<file path="config.mk">
export PLATFORM = sky130hd
export DESIGN_NAME = swl_chunk_xcvr
export DESIGN_NICKNAME = d
export VERILOG_FILES = /design/src/rtl/swl_pkg.sv /design/src/rtl/swl_sync.sv /design/src/rtl/swl_tx.sv /design/src/rtl/swl_rx.sv /design/src/rtl/swl_chunk_xcvr.sv
export SDC_FILE = /design/constraint.sdc
export NUM_CORES = 1
export LEC_CHECK = 0
export BUFFER_PORTS_ARGS = -buffer_cell sky130_fd_sc_hd__buf_2
export CELL_PAD_IN_SITES_DETAIL_PLACEMENT = 0
export CELL_PAD_IN_SITES_GLOBAL_PLACEMENT = 1
export CORE_AREA = 3 3 105 107
export DETAILED_ROUTE_END_ITERATION = 10
export DIE_AREA = 0 0 108 110
export PLACE_DENSITY_LB_ADDON = 0.1
export SETUP_SLACK_MARGIN = 0.5
export SLEW_MARGIN = 20
export SYNTH_ARGS = -nofsm -noshare
export SYNTH_HDL_FRONTEND = slang
export SYNTH_HIERARCHICAL = 1
export SYNTH_SLANG_ARGS = --single-unit
</file>
<file path="constraint.sdc">
create_clock -name clk -period 5.08 [get_ports clk]
set_input_delay 0.762 -clock clk [delete_from_list [all_inputs] [get_ports clk]]
set_output_delay 0.762 -clock clk [all_outputs]
set_load 0.005 [all_outputs]
</file>
<file path="src/rtl/swl_pkg.sv">
package swl_pkg;

    localparam int MAX_BITS = 8;
    localparam int BITS_W   = $clog2(MAX_BITS + 1);

    typedef enum logic [2:0] {
        TX_IDLE,
        TX_SYNC_LO,
        TX_SYNC_HI,
        TX_DATA,
        TX_PAR
    } tx_state_e;

    typedef enum logic [1:0] {
        RX_IDLE,
        RX_WAIT_HI,
        RX_WAIT_LO,
        RX_SAMPLE
    } rx_state_e;

    typedef struct packed {
        logic [BITS_W-1:0]   nbits;
        logic [MAX_BITS-1:0] shreg;
        logic                par;
    } tx_job_t;

    function automatic logic [BITS_W-1:0] clamp_bits(input logic [BITS_W-1:0] n);
        return (n > BITS_W'(MAX_BITS)) ? BITS_W'(MAX_BITS) : n;
    endfunction

    function automatic logic even_parity(input logic [MAX_BITS-1:0] d,
                                         input logic [BITS_W-1:0]   n);
        logic p;
        p = 1'b0;
        for (int i = 0; i < MAX_BITS; i++) begin
            if (i < int'(n)) p = p ^ d[i];
        end
        return p;
    endfunction

endpackage

</file>
<file path="src/rtl/swl_sync.sv">
module swl_sync #(
    parameter int STAGES = 2
) (
    input  logic clk,
    input  logic rst,
    input  logic d,
    output logic q
);
    logic [STAGES-1:0] chain;

    always_ff @(posedge clk) begin
        if (rst) chain <= '1;
        else     chain <= {chain[STAGES-2:0], d};
    end

    assign q = chain[STAGES-1];
endmodule

</file>
<file path="src/rtl/swl_tx.sv">
module swl_tx
    import swl_pkg::*;
#(
    parameter int BIT_CYC     = 96,
    parameter int SYNC_HI_CYC = 2
) (
    input  logic                clk,
    input  logic                rst,
    input  logic                go,
    input  logic                release_line,
    input  logic [BITS_W-1:0]   nbits_c,
    input  logic [MAX_BITS-1:0] data,
    output logic                oe,
    output logic                out,
    output logic                busy,
    output logic                done
);
    localparam int CW = $clog2(BIT_CYC + SYNC_HI_CYC + 1);

    tx_state_e         state;
    logic [CW-1:0]     cnt;
    logic [BITS_W-1:0] left;
    tx_job_t           job;

    always_ff @(posedge clk) begin
        if (rst) begin
            state <= TX_IDLE;
            cnt   <= '0;
            left  <= '0;
            job   <= '0;
            oe    <= 1'b0;
            out   <= 1'b1;
            done  <= 1'b0;
        end else begin
            done <= 1'b0;
            case (state)
                TX_IDLE: begin
                    if (go) begin
                        job.nbits <= nbits_c;
                        job.shreg <= data << (BITS_W'(MAX_BITS) - nbits_c);
                        job.par   <= even_parity(data, nbits_c);
                        oe        <= 1'b1;
                        out       <= 1'b0;
                        cnt       <= CW'(BIT_CYC - 1);
                        state     <= TX_SYNC_LO;
                    end else if (release_line) begin
                        oe  <= 1'b0;
                        out <= 1'b1;
                    end
                end
                TX_SYNC_LO: begin
                    if (cnt == '0) begin
                        out   <= 1'b1;
                        cnt   <= CW'(SYNC_HI_CYC - 1);
                        state <= TX_SYNC_HI;
                    end else cnt <= cnt - 1'b1;
                end
                TX_SYNC_HI: begin
                    if (cnt == '0) begin
                        out       <= job.shreg[MAX_BITS-1];
                        job.shreg <= job.shreg << 1;
                        left      <= job.nbits - 1'b1;
                        cnt       <= CW'(BIT_CYC - 1);
                        state     <= TX_DATA;
                    end else cnt <= cnt - 1'b1;
                end
                TX_DATA: begin
                    if (cnt == '0) begin
                        cnt <= CW'(BIT_CYC - 1);
                        if (left == '0) begin
                            out   <= job.par;
                            state <= TX_PAR;
                        end else begin
                            out       <= job.shreg[MAX_BITS-1];
                            job.shreg <= job.shreg << 1;
                            left      <= left - 1'b1;
                        end
                    end else cnt <= cnt - 1'b1;
                end
                TX_PAR: begin
                    if (cnt == '0) begin
                        out   <= 1'b0;
                        done  <= 1'b1;
                        state <= TX_IDLE;
                    end else cnt <= cnt - 1'b1;
                end
                default: state <= TX_IDLE;
            endcase
        end
    end

    assign busy = (state != TX_IDLE);


    sync_low_chk: assert property (@(posedge clk) disable iff (rst)
        (state == TX_SYNC_LO) |-> (oe && !out));


    tail_low_chk: assert property (@(posedge clk) disable iff (rst)
        done |=> (oe && !out) || busy || !oe);
endmodule

</file>
<file path="src/rtl/swl_rx.sv">
module swl_rx
    import swl_pkg::*;
#(
    parameter int BIT_CYC     = 96,
    parameter int SYNC_HI_CYC = 2,
    parameter int TMO_PERIODS = 5,
    parameter int ERR_W       = 8
) (
    input  logic                clk,
    input  logic                rst,
    input  logic                go,
    input  logic                clr,
    input  logic [BITS_W-1:0]   nbits_c,
    input  logic                s_line,
    output logic                busy,
    output logic                done,
    output logic [MAX_BITS-1:0] data,
    output logic                perr,
    output logic [ERR_W-1:0]    err_cnt
);
    localparam int TMO_CYC   = TMO_PERIODS * BIT_CYC;
    localparam int FIRST_CYC = SYNC_HI_CYC + BIT_CYC / 2;
    localparam int RW        = $clog2(TMO_CYC + FIRST_CYC + BIT_CYC + 1);

    rx_state_e           state;
    logic [RW-1:0]       cnt;
    logic [BITS_W-1:0]   nb;
    logic [BITS_W-1:0]   idx;
    logic [MAX_BITS-1:0] shreg;
    logic                par;
    logic                mismatch;

    assign mismatch = par ^ s_line;

    always_ff @(posedge clk) begin
        if (rst) begin
            state   <= RX_IDLE;
            cnt     <= '0;
            nb      <= '0;
            idx     <= '0;
            shreg   <= '0;
            par     <= 1'b0;
            done    <= 1'b0;
            data    <= '0;
            perr    <= 1'b0;
            err_cnt <= '0;
        end else begin
            done <= 1'b0;
            if (clr) perr <= 1'b0;
            case (state)
                RX_IDLE: begin
                    if (go) begin
                        nb    <= nbits_c;
                        idx   <= '0;
                        shreg <= '0;
                        par   <= 1'b0;
                        cnt   <= '0;
                        state <= RX_WAIT_HI;
                    end
                end
                RX_WAIT_HI: begin
                    if (!s_line) begin
                        state <= RX_WAIT_LO;
                    end else if (cnt == RW'(TMO_CYC - 1)) begin
                        cnt   <= RW'(FIRST_CYC - 1);
                        state <= RX_SAMPLE;
                    end else cnt <= cnt + 1'b1;
                end
                RX_WAIT_LO: begin
                    if (s_line) begin
                        cnt   <= RW'(FIRST_CYC - 1);
                        state <= RX_SAMPLE;
                    end
                end
                RX_SAMPLE: begin
                    if (cnt != '0) begin
                        cnt <= cnt - 1'b1;
                    end else if (idx == nb) begin
                        data  <= shreg;
                        perr  <= mismatch;
                        done  <= 1'b1;
                        state <= RX_IDLE;
                        if (mismatch && err_cnt != '1) err_cnt <= err_cnt + 1'b1;
                    end else begin
                        shreg <= {shreg[MAX_BITS-2:0], s_line};
                        par   <= par ^ s_line;
                        idx   <= idx + 1'b1;
                        cnt   <= RW'(BIT_CYC - 1);
                    end
                end
                default: state <= RX_IDLE;
            endcase
        end
    end

    assign busy = (state != RX_IDLE);


    width_bound_chk: assert property (@(posedge clk) disable iff (rst)
        (state == RX_SAMPLE) |-> (idx <= nb && nb <= BITS_W'(MAX_BITS)));


    err_step_chk: assert property (@(posedge clk) disable iff (rst)
        (done && perr && $past(err_cnt) != '1) |-> (err_cnt == $past(err_cnt) + 1'b1));


    err_mono_chk: assert property (@(posedge clk) disable iff (rst)
        1'b1 |=> (err_cnt >= $past(err_cnt)));
endmodule

</file>
<file path="src/rtl/swl_chunk_xcvr.sv">
module swl_chunk_xcvr
    import swl_pkg::*;
#(
    parameter int BIT_CYC     = 96,
    parameter int SYNC_HI_CYC = 2,
    parameter int TMO_PERIODS = 5,
    parameter int SYNC_STAGES = 2,
    parameter int ERR_W       = 8
) (
    input  logic                clk,
    input  logic                rst,
    input  logic                start,
    input  logic                dir_tx,
    input  logic [BITS_W-1:0]   nbits,
    input  logic [MAX_BITS-1:0] tx_data,
    input  logic                line_in,
    output logic                line_oe,
    output logic                line_out,
    output logic                busy,
    output logic                done,
    output logic [MAX_BITS-1:0] rx_data,
    output logic                parity_err,
    output logic [ERR_W-1:0]    err_count
);
    logic [BITS_W-1:0] nb_c;
    logic accept, go_tx, go_rx, zero_len;
    logic tx_busy, tx_done, rx_busy, rx_done, s_line;
    logic zero_done;

    assign nb_c     = clamp_bits(nbits);
    assign accept   = start && !busy;
    assign zero_len = accept && (nb_c == '0);
    assign go_tx    = accept && dir_tx && (nb_c != '0);
    assign go_rx    = accept && !dir_tx && (nb_c != '0);

    swl_sync #(.STAGES(SYNC_STAGES)) u_sync (
        .clk (clk),
        .rst (rst),
        .d   (line_in),
        .q   (s_line)
    );

    swl_tx #(.BIT_CYC(BIT_CYC), .SYNC_HI_CYC(SYNC_HI_CYC)) u_tx (
        .clk          (clk),
        .rst          (rst),
        .go           (go_tx),
        .release_line (go_rx),
        .nbits_c      (nb_c),
        .data         (tx_data),
        .oe           (line_oe),
        .out          (line_out),
        .busy         (tx_busy),
        .done         (tx_done)
    );

    swl_rx #(
        .BIT_CYC     (BIT_CYC),
        .SYNC_HI_CYC (SYNC_HI_CYC),
        .TMO_PERIODS (TMO_PERIODS),
        .ERR_W       (ERR_W)
    ) u_rx (
        .clk     (clk),
        .rst     (rst),
        .go      (go_rx),
        .clr     (accept),
        .nbits_c (nb_c),
        .s_line  (s_line),
        .busy    (rx_busy),
        .done    (rx_done),
        .data    (rx_data),
        .perr    (parity_err),
        .err_cnt (err_count)
    );

    always_ff @(posedge clk) begin
        if (rst) zero_done <= 1'b0;
        else     zero_done <= zero_len;
    end

    assign busy = tx_busy || rx_busy;
    assign done = tx_done || rx_done || zero_done;


    busy_fall_chk: assert property (@(posedge clk) disable iff (rst)
        $fell(busy) |-> done);


    rx_release_chk: assert property (@(posedge clk) disable iff (rst)
        rx_busy |-> !line_oe);


    zero_len_chk: assert property (@(posedge clk) disable iff (rst)
        (start && !busy && nbits == '0) |=> (done && !busy && !parity_err
                                              && $stable(line_oe) && $stable(line_out)));


    start_busy_chk: assert property (@(posedge clk) disable iff (rst)
        (start && busy) |=> (busy || done));
endmodule

</file>
# After elaboration in Yosys (flattened, before gate mapping)
# Index checks and enable logic that the tools add are counted.
# W data, S select, Z words.
# word_totals
register_bits	80
input_bits	17
out_inout_bits	21
word_cells	212
# op_classes
addsub	8
order_cmp	9
eq_ne	27
shifts	1
mux	92
bitwise_logic	11
n_reduce_logical	43
# ops
op	n
$mux W10	6
$mux W8	6
$mux W1	46
$pmux W10 S4	1
$mux W4	7
$mux W7	4
$pmux W7 S4	1
$pmux W8 S3	1
$mux W3	6
$lt A3 B4 Y1 const A	4
$ne A2 B2 Y1 const B	8
$pmux W4 S2	2
$pmux W8 S2	1
$reduce_and A4 Y1	4
$pmux W3 S5	1
$mux W2	6
$ne A2 B1 Y1 const B	6
$reduce_and A6 Y1	2
$add A10 B1 Y10 const B	1
$eq A10 B9 Y1 const B	1
$reduce_and A5 Y1	2
$reduce_bool A10 Y1	1
$sub A10 B1 Y10 const B	1
$mux W9	1
38 further kinds	72

# Longest topological paths before layout
# logic_depth
depth_word	43
depth_mapped	13
depth_no_buf	10

# Hierarchy
# The synthesis kept the hierarchy.
# modules_own_cells
mod	n_inst	cells_each	area_per_inst_um2	seq_area_each_um2
swl_rx	1	290	2543.7	940.9
swl_tx	1	288	2189.6	600.6
swl_chunk_xcvr	1	13	126.4	20.0
swl_sync	1	4	52.6	40.0

# Worst setup path before layout
# No wires, ideal clock.
# synth_timing
kind	reg2reg
startpoint	reg u_rx.state[0]
endpoint	reg u_rx.idx[1]
setup_ns	0.128
t_arrival_ns	2.852
t_required_ns	4.952
path_slack_ns	2.100
stages_incl_launch_ff	14
path_buffers	3
period_less_slack_ns	2.980
path_cell_list	dfxtp_1 inv_1 ha_1 clkbuf_1 inv_1 or3b_4 nor3_2 clkbuf_1 nand2b_1 nand3_1 o31ai_4 buf_4 mux2i_1 nor2_1
# synth_via
elab_chain_cells	8
elab_cells_between_ends	14
cone_classes	eq/ne: 4; mux: 1; reduce/logical: 9
# synth_lines
item	line_no	rtl
start: declaration	swl_rx.sv:25	rx_state_e state;
start signal: assignment	swl_rx.sv:37	state <= RX_IDLE;
start signal: assignment	swl_rx.sv:58	state <= RX_WAIT_HI;
start signal: assignment	swl_rx.sv:63	state <= RX_WAIT_LO;
$reduce_bool A2 Y1	swl_rx.sv:96	assign busy = (state != RX_IDLE);
net rx_busy	swl_chunk_xcvr.sv:27	logic tx_busy, tx_done, rx_busy, rx_done, s_line;
$logic_or A1 B1 Y1	swl_chunk_xcvr.sv:80	assign busy = tx_busy || rx_busy;
$logic_not A1 Y1	swl_chunk_xcvr.sv:31	assign accept = start && !busy;
$logic_and A1 B1 Y1	swl_chunk_xcvr.sv:31	
$logic_and A1 B1 Y1 (2 in a row)	swl_chunk_xcvr.sv:34	assign go_rx = accept && !dir_tx && (nb_c != '0);
net go_rx	swl_chunk_xcvr.sv:26	logic accept, go_tx, go_rx, zero_len;
$ne A2 B2 Y1 (no line)	n/a	
$reduce_and A4 Y1 (no line)	n/a	
end signal: assignment	swl_rx.sv:87	idx <= idx + 1'b1;
end: declaration	swl_rx.sv:28	logic [BITS_W-1:0] idx;
# The timed path passes the listed nets, and every way through them passes these cells.
# A chain may end at the register's enable or synchronous reset.

# Worst setup path after layout
# layout_timing
startpoint	reg u_tx.state[0]
endpoint	reg u_rx.idx[3]
# layout_via
elab_chain_cells	8
# layout_lines
item	line_no	rtl
start: declaration	swl_tx.sv:20	tx_state_e state;
start signal: assignment	swl_tx.sv:27	state <= TX_IDLE;
start signal: assignment	swl_tx.sv:45	state <= TX_SYNC_LO;
start signal: assignment	swl_tx.sv:55	state <= TX_SYNC_HI;
$reduce_bool A3 Y1	swl_tx.sv:92	assign busy = (state != TX_IDLE);
net tx_busy	swl_chunk_xcvr.sv:27	
$logic_or A1 B1 Y1	swl_chunk_xcvr.sv:80	
$logic_not A1 Y1	swl_chunk_xcvr.sv:31	
$logic_and A1 B1 Y1	swl_chunk_xcvr.sv:31	
$logic_and A1 B1 Y1 (2 in a row)	swl_chunk_xcvr.sv:34	
net go_rx	swl_chunk_xcvr.sv:26	
$ne A2 B2 Y1 (no line)	n/a	
$reduce_and A4 Y1 (no line)	n/a	
# The timed path passes the listed nets, and every way through them passes these cells.

==> flow_metrics.py <==
metrics = {
    "layout": {
        "drive_gt1_frac": 0.136,
        "nNetsFinal": 644,
        "design_area_sq_mm": 0.00537,
        "fillerInstances": 993,
        "syn_to_final_growth_pct": 9.35,
        "diodes": 0,
    },
    "synth": {
        "ys_seq_elements": 80,
        "synth_most_common_cell": "dfxtp_1",
        "synth_nets": 626,
        "async_flop_share": 0,
        "yosys.area.top_type_share": 0.326,
        "synth_edf_count": 0,
        "avgSynthCellArea_sq_um": 8.26,
        "synthTopCellsByCount": "dfxtp_1 (80), nor2_1 (62), nand2_1 (55)",
        "ys_types": 77,
        "syn-instance-count": 595,
        "synth.area.top_cells": "dfxtp_1 (33%), mux2i_1 (6.7%), nor2_1 (4.7%)",
        "synth_top_area_cell": "dfxtp_1",
        "seq_area_frac_synth": 0.326,
        "synth_ff_type": "dfxtp_1",
        "syn_area_sq_mm": 0.00491,
        "yosysWarnings": 6,
    },
    "timing": {
        "period_minus_slack_ns": 3.66,
        "fin_ws_ns": 1.42,
        "final-hold-violation-count": 0,
        "rsz0062_at_grt": "false",
        "skew_ns": 0.0132,
        "maxSlewHeadroom": 0.414,
        "report.final.slew_viol_count": 0,
        "finalSetupViolCount": 0,
        "timing.final.crit_share": 0.721,
        "tightestPinTransition_ns": 0.872,
        "max_freq_mhz": 273,
        "tns_ns": 0,
    },
    "power_and_ir_drop": {
        "irDropWorstVdd_mv": 0.173,
        "power.switching_w": 0.00105,
        "pwr-share-clk": 0.229,
        "p_int_w": 0.00137,
        "power-per-cell-area_mw_per_mm2": 451,
        "combPwrFrac": 0.426,
        "p_leak_nw": 2.12,
        "totalPowerFinal_w": 0.00242,
        "sw_frac_of_total": 0.432,
        "power_frac_seq": 0.344,
    },
    "detailed_routing": {
        "via_count": 4429,
        "wl_microns": 11800,
        "wire_per_inst_microns": 15.6,
        "first_pass_iters": 5,
        "drt_iter0_markers": 315,
        "antenna_left": 0,
        "drc": 0,
        "drt-vias-per-instance": 5.87,
    },
    "cts": {
        "post_cts_buffers": 0,
        "cts-root-buf": "clkbuf_8",
        "clk_pin_slew_ns": 0.10,
        "htreeDepth": 3,
        "hold_buffers": 0,
        "cts_resized": 0,
        "insertion_delay_ns": 0.35,
        "cts-buffers-inserted": 9,
        "clockBufferDepth": 2,
        "cts_tree": "yes",
        "clkSinkCount": 80,
    },
    "worst_setup_path": {
        "required_ns": 5.33,
        "worstPathMaxFanout": 16,
        "cp-endpoint": "u_rx/idx[3]",
        "cp.arrival_ns": 3.91,
        "critPathCaptureType": "flip-flop",
        "rr_endpoint": "u_rx/idx[3]",
        "startpoint_type": "flip-flop",
        "reg2reg_from": "u_tx/state[0]",
        "crit_start": "u_tx/state[0]",
        "reg2reg_setup_slack_ns": 1.42,
        "setup.worst_path.class": "flip-flop to flip-flop",
        "r2r_cells": 10,
    },
    "min_path": {
        "hold_class": "flip-flop to flip-flop",
    },
    "floorplan": {
        "core_area_sq_mm": 0.0102,
        "die_y_microns": 110,
        "ios": 38,
        "die_w_microns": 108,
        "die_area_sq_mm": 0.0119,
        "rows": 37,
        "initial_core_util": 0.480,
    },
    "placed_design": {
        "hpwl_microns": 8280,
        "place_congestion": 0.846,
        "placed_area_sq_mm": 0.00514,
        "io_buffers": 37,
        "place_ws_ns": 1.45,
    },
    "global_route": {
        "grt_max_degree": 66,
        "antenna_found_initial": 0,
        "grt_overflow_total": 0,
        "grt_pass1_vias": 4115,
        "grt_first_pass_wirelength_microns": 20100,
        "track_usage": 0.206,
    },
    "status": {
        "outcome": "finished, final reports clean",
    },
    "flow_run": {
        "maxCapViolCount": 0,
    },
}
[power groups by stage]
| stage | combinational [W] | clock, W | sequential [W] |
|---|---|---|---|
| 2_1_floorplan | 0.000851 | 0 | 0.000805 |
| 3_3_place_gp | 0.00102 | 0 | 0.000844 |
| 3_5_place_dp | 0.00102 | 0 | 0.000847 |
| 4_1_cts | 0.00102 | 0.000575 | 0.000833 |
| 5_1_grt | 0.00115 | 0.000600 | 0.000850 |
| 6_report | 0.00103 | 0.000555 | 0.000833 |
[through the flow]
stage	hold WS, ns	std cells	util
after floorplan	0.383	595	-
after global placement	0.401	738	0.502
after detailed placement	0.398	738	0.502
after CTS	0.424	754	0.525
after global routing	0.439	754	0.525
final	0.416	754	0.525
[final cells by class]
cell class                      count  area (sq um)  share of cell area
Timing Repair Buffer               40           208              0.0387
Inverter                           20          75.1              0.0140
Multi-Input combinational cell    462          3080               0.574
Clock inverter                      7           110              0.0205
Tap cell                          136           170              0.0317
Clock buffer                        9           124              0.0231
Sequential cell                    80          1600               0.298
[cells in the final DEF, fill, tap and decap left out, types with 4 or more instances in the layout]
master,Yosys,layout
and4_1,4,4
clkbuf_8,0,9
a21oi_1,41,41
nor3_1,19,19
a221oi_1,4,4
nand3_1,22,22
ha_1,14,14
nor4_1,5,5
nand2_1,55,55
nor4_4,4,4
xor2_1,10,10
a21o_1,6,6
nand2b_1,12,12
nor2_1,62,62
o211ai_1,4,4
or4_1,5,5
dfxtp_1,80,80
a211o_1,5,5
o2bb2ai_1,6,6
o21ai_0,18,18
inv_1,18,18
a32oi_1,6,6
a211oi_1,13,13
a31oi_1,14,14
xnor2_1,10,10
nand4_1,8,8
o31ai_1,4,4
mux2i_1,33,33
or3_1,9,9
nor2b_1,9,9
buf_2,5,37
[cells by family (layout without fill, tap and decap cells)]
logic type	Yosys count	in the layout	synth area share
simple gates	242	242	0.269
compound gates	151	151	0.215
flops	80	80	0.326
buf+inv	53	76	0.0464
mux	34	34	0.0695
xor+xnor	20	20	0.0357
fa+ha+maj	15	15	0.0380
[metal layers]
layer	track usage	share of wire
met1	0.273	0.47
met2	0.351	0.49
met3	0.0309	0.026
met4	0.0541	0.0090
met5	0	0
[critical path: stages (launching register included)]
cell and delay, ns:
dfxtp_1 0.48, or2_2 0.40, nor2_1 0.17, inv_1 0.10, or3b_4 0.42, nor3_2 0.55, nand2b_1 0.23, nand3_1 0.13
o31ai_4 0.70, nand4_1 0.21, mux2i_1 0.15
[registers in the layout (all words and copies together), names as in the netlist]
register / flops
u_tx/cnt: 7
u_rx/perr: 1
u_sync/chain: 2
u_tx/job: 13
u_tx/out: 1
u_rx/idx: 4
u_tx/done: 1
u_tx/oe: 1
u_rx/state: 2
u_rx/cnt: 10
u_tx/state: 3
u_rx/par: 1
u_rx/nb: 4
u_tx/left: 4
u_rx/done: 1
u_rx/data: 8
u_rx/shreg: 8
u_rx/err_cnt: 8
zero_done: 1
[worst min-delay path by stage]
stage | start | endpoint | slack, ns | cells past startpoint
finish | u_sync/chain[0] | u_sync/chain[1] | 0.42 | 1
detailed placement | u_sync/chain[0] | u_sync/chain[1] | 0.40 | 1
global placement | u_sync/chain[0] | u_sync/chain[1] | 0.40 | 1
CTS | u_sync/chain[0] | u_sync/chain[1] | 0.42 | 1
floorplan | u_sync/chain[0] | u_sync/chain[1] | 0.38 | 1
global route | u_sync/chain[0] | u_sync/chain[1] | 0.44 | 1
Note: power is estimated with default switching activity, not from simulation.
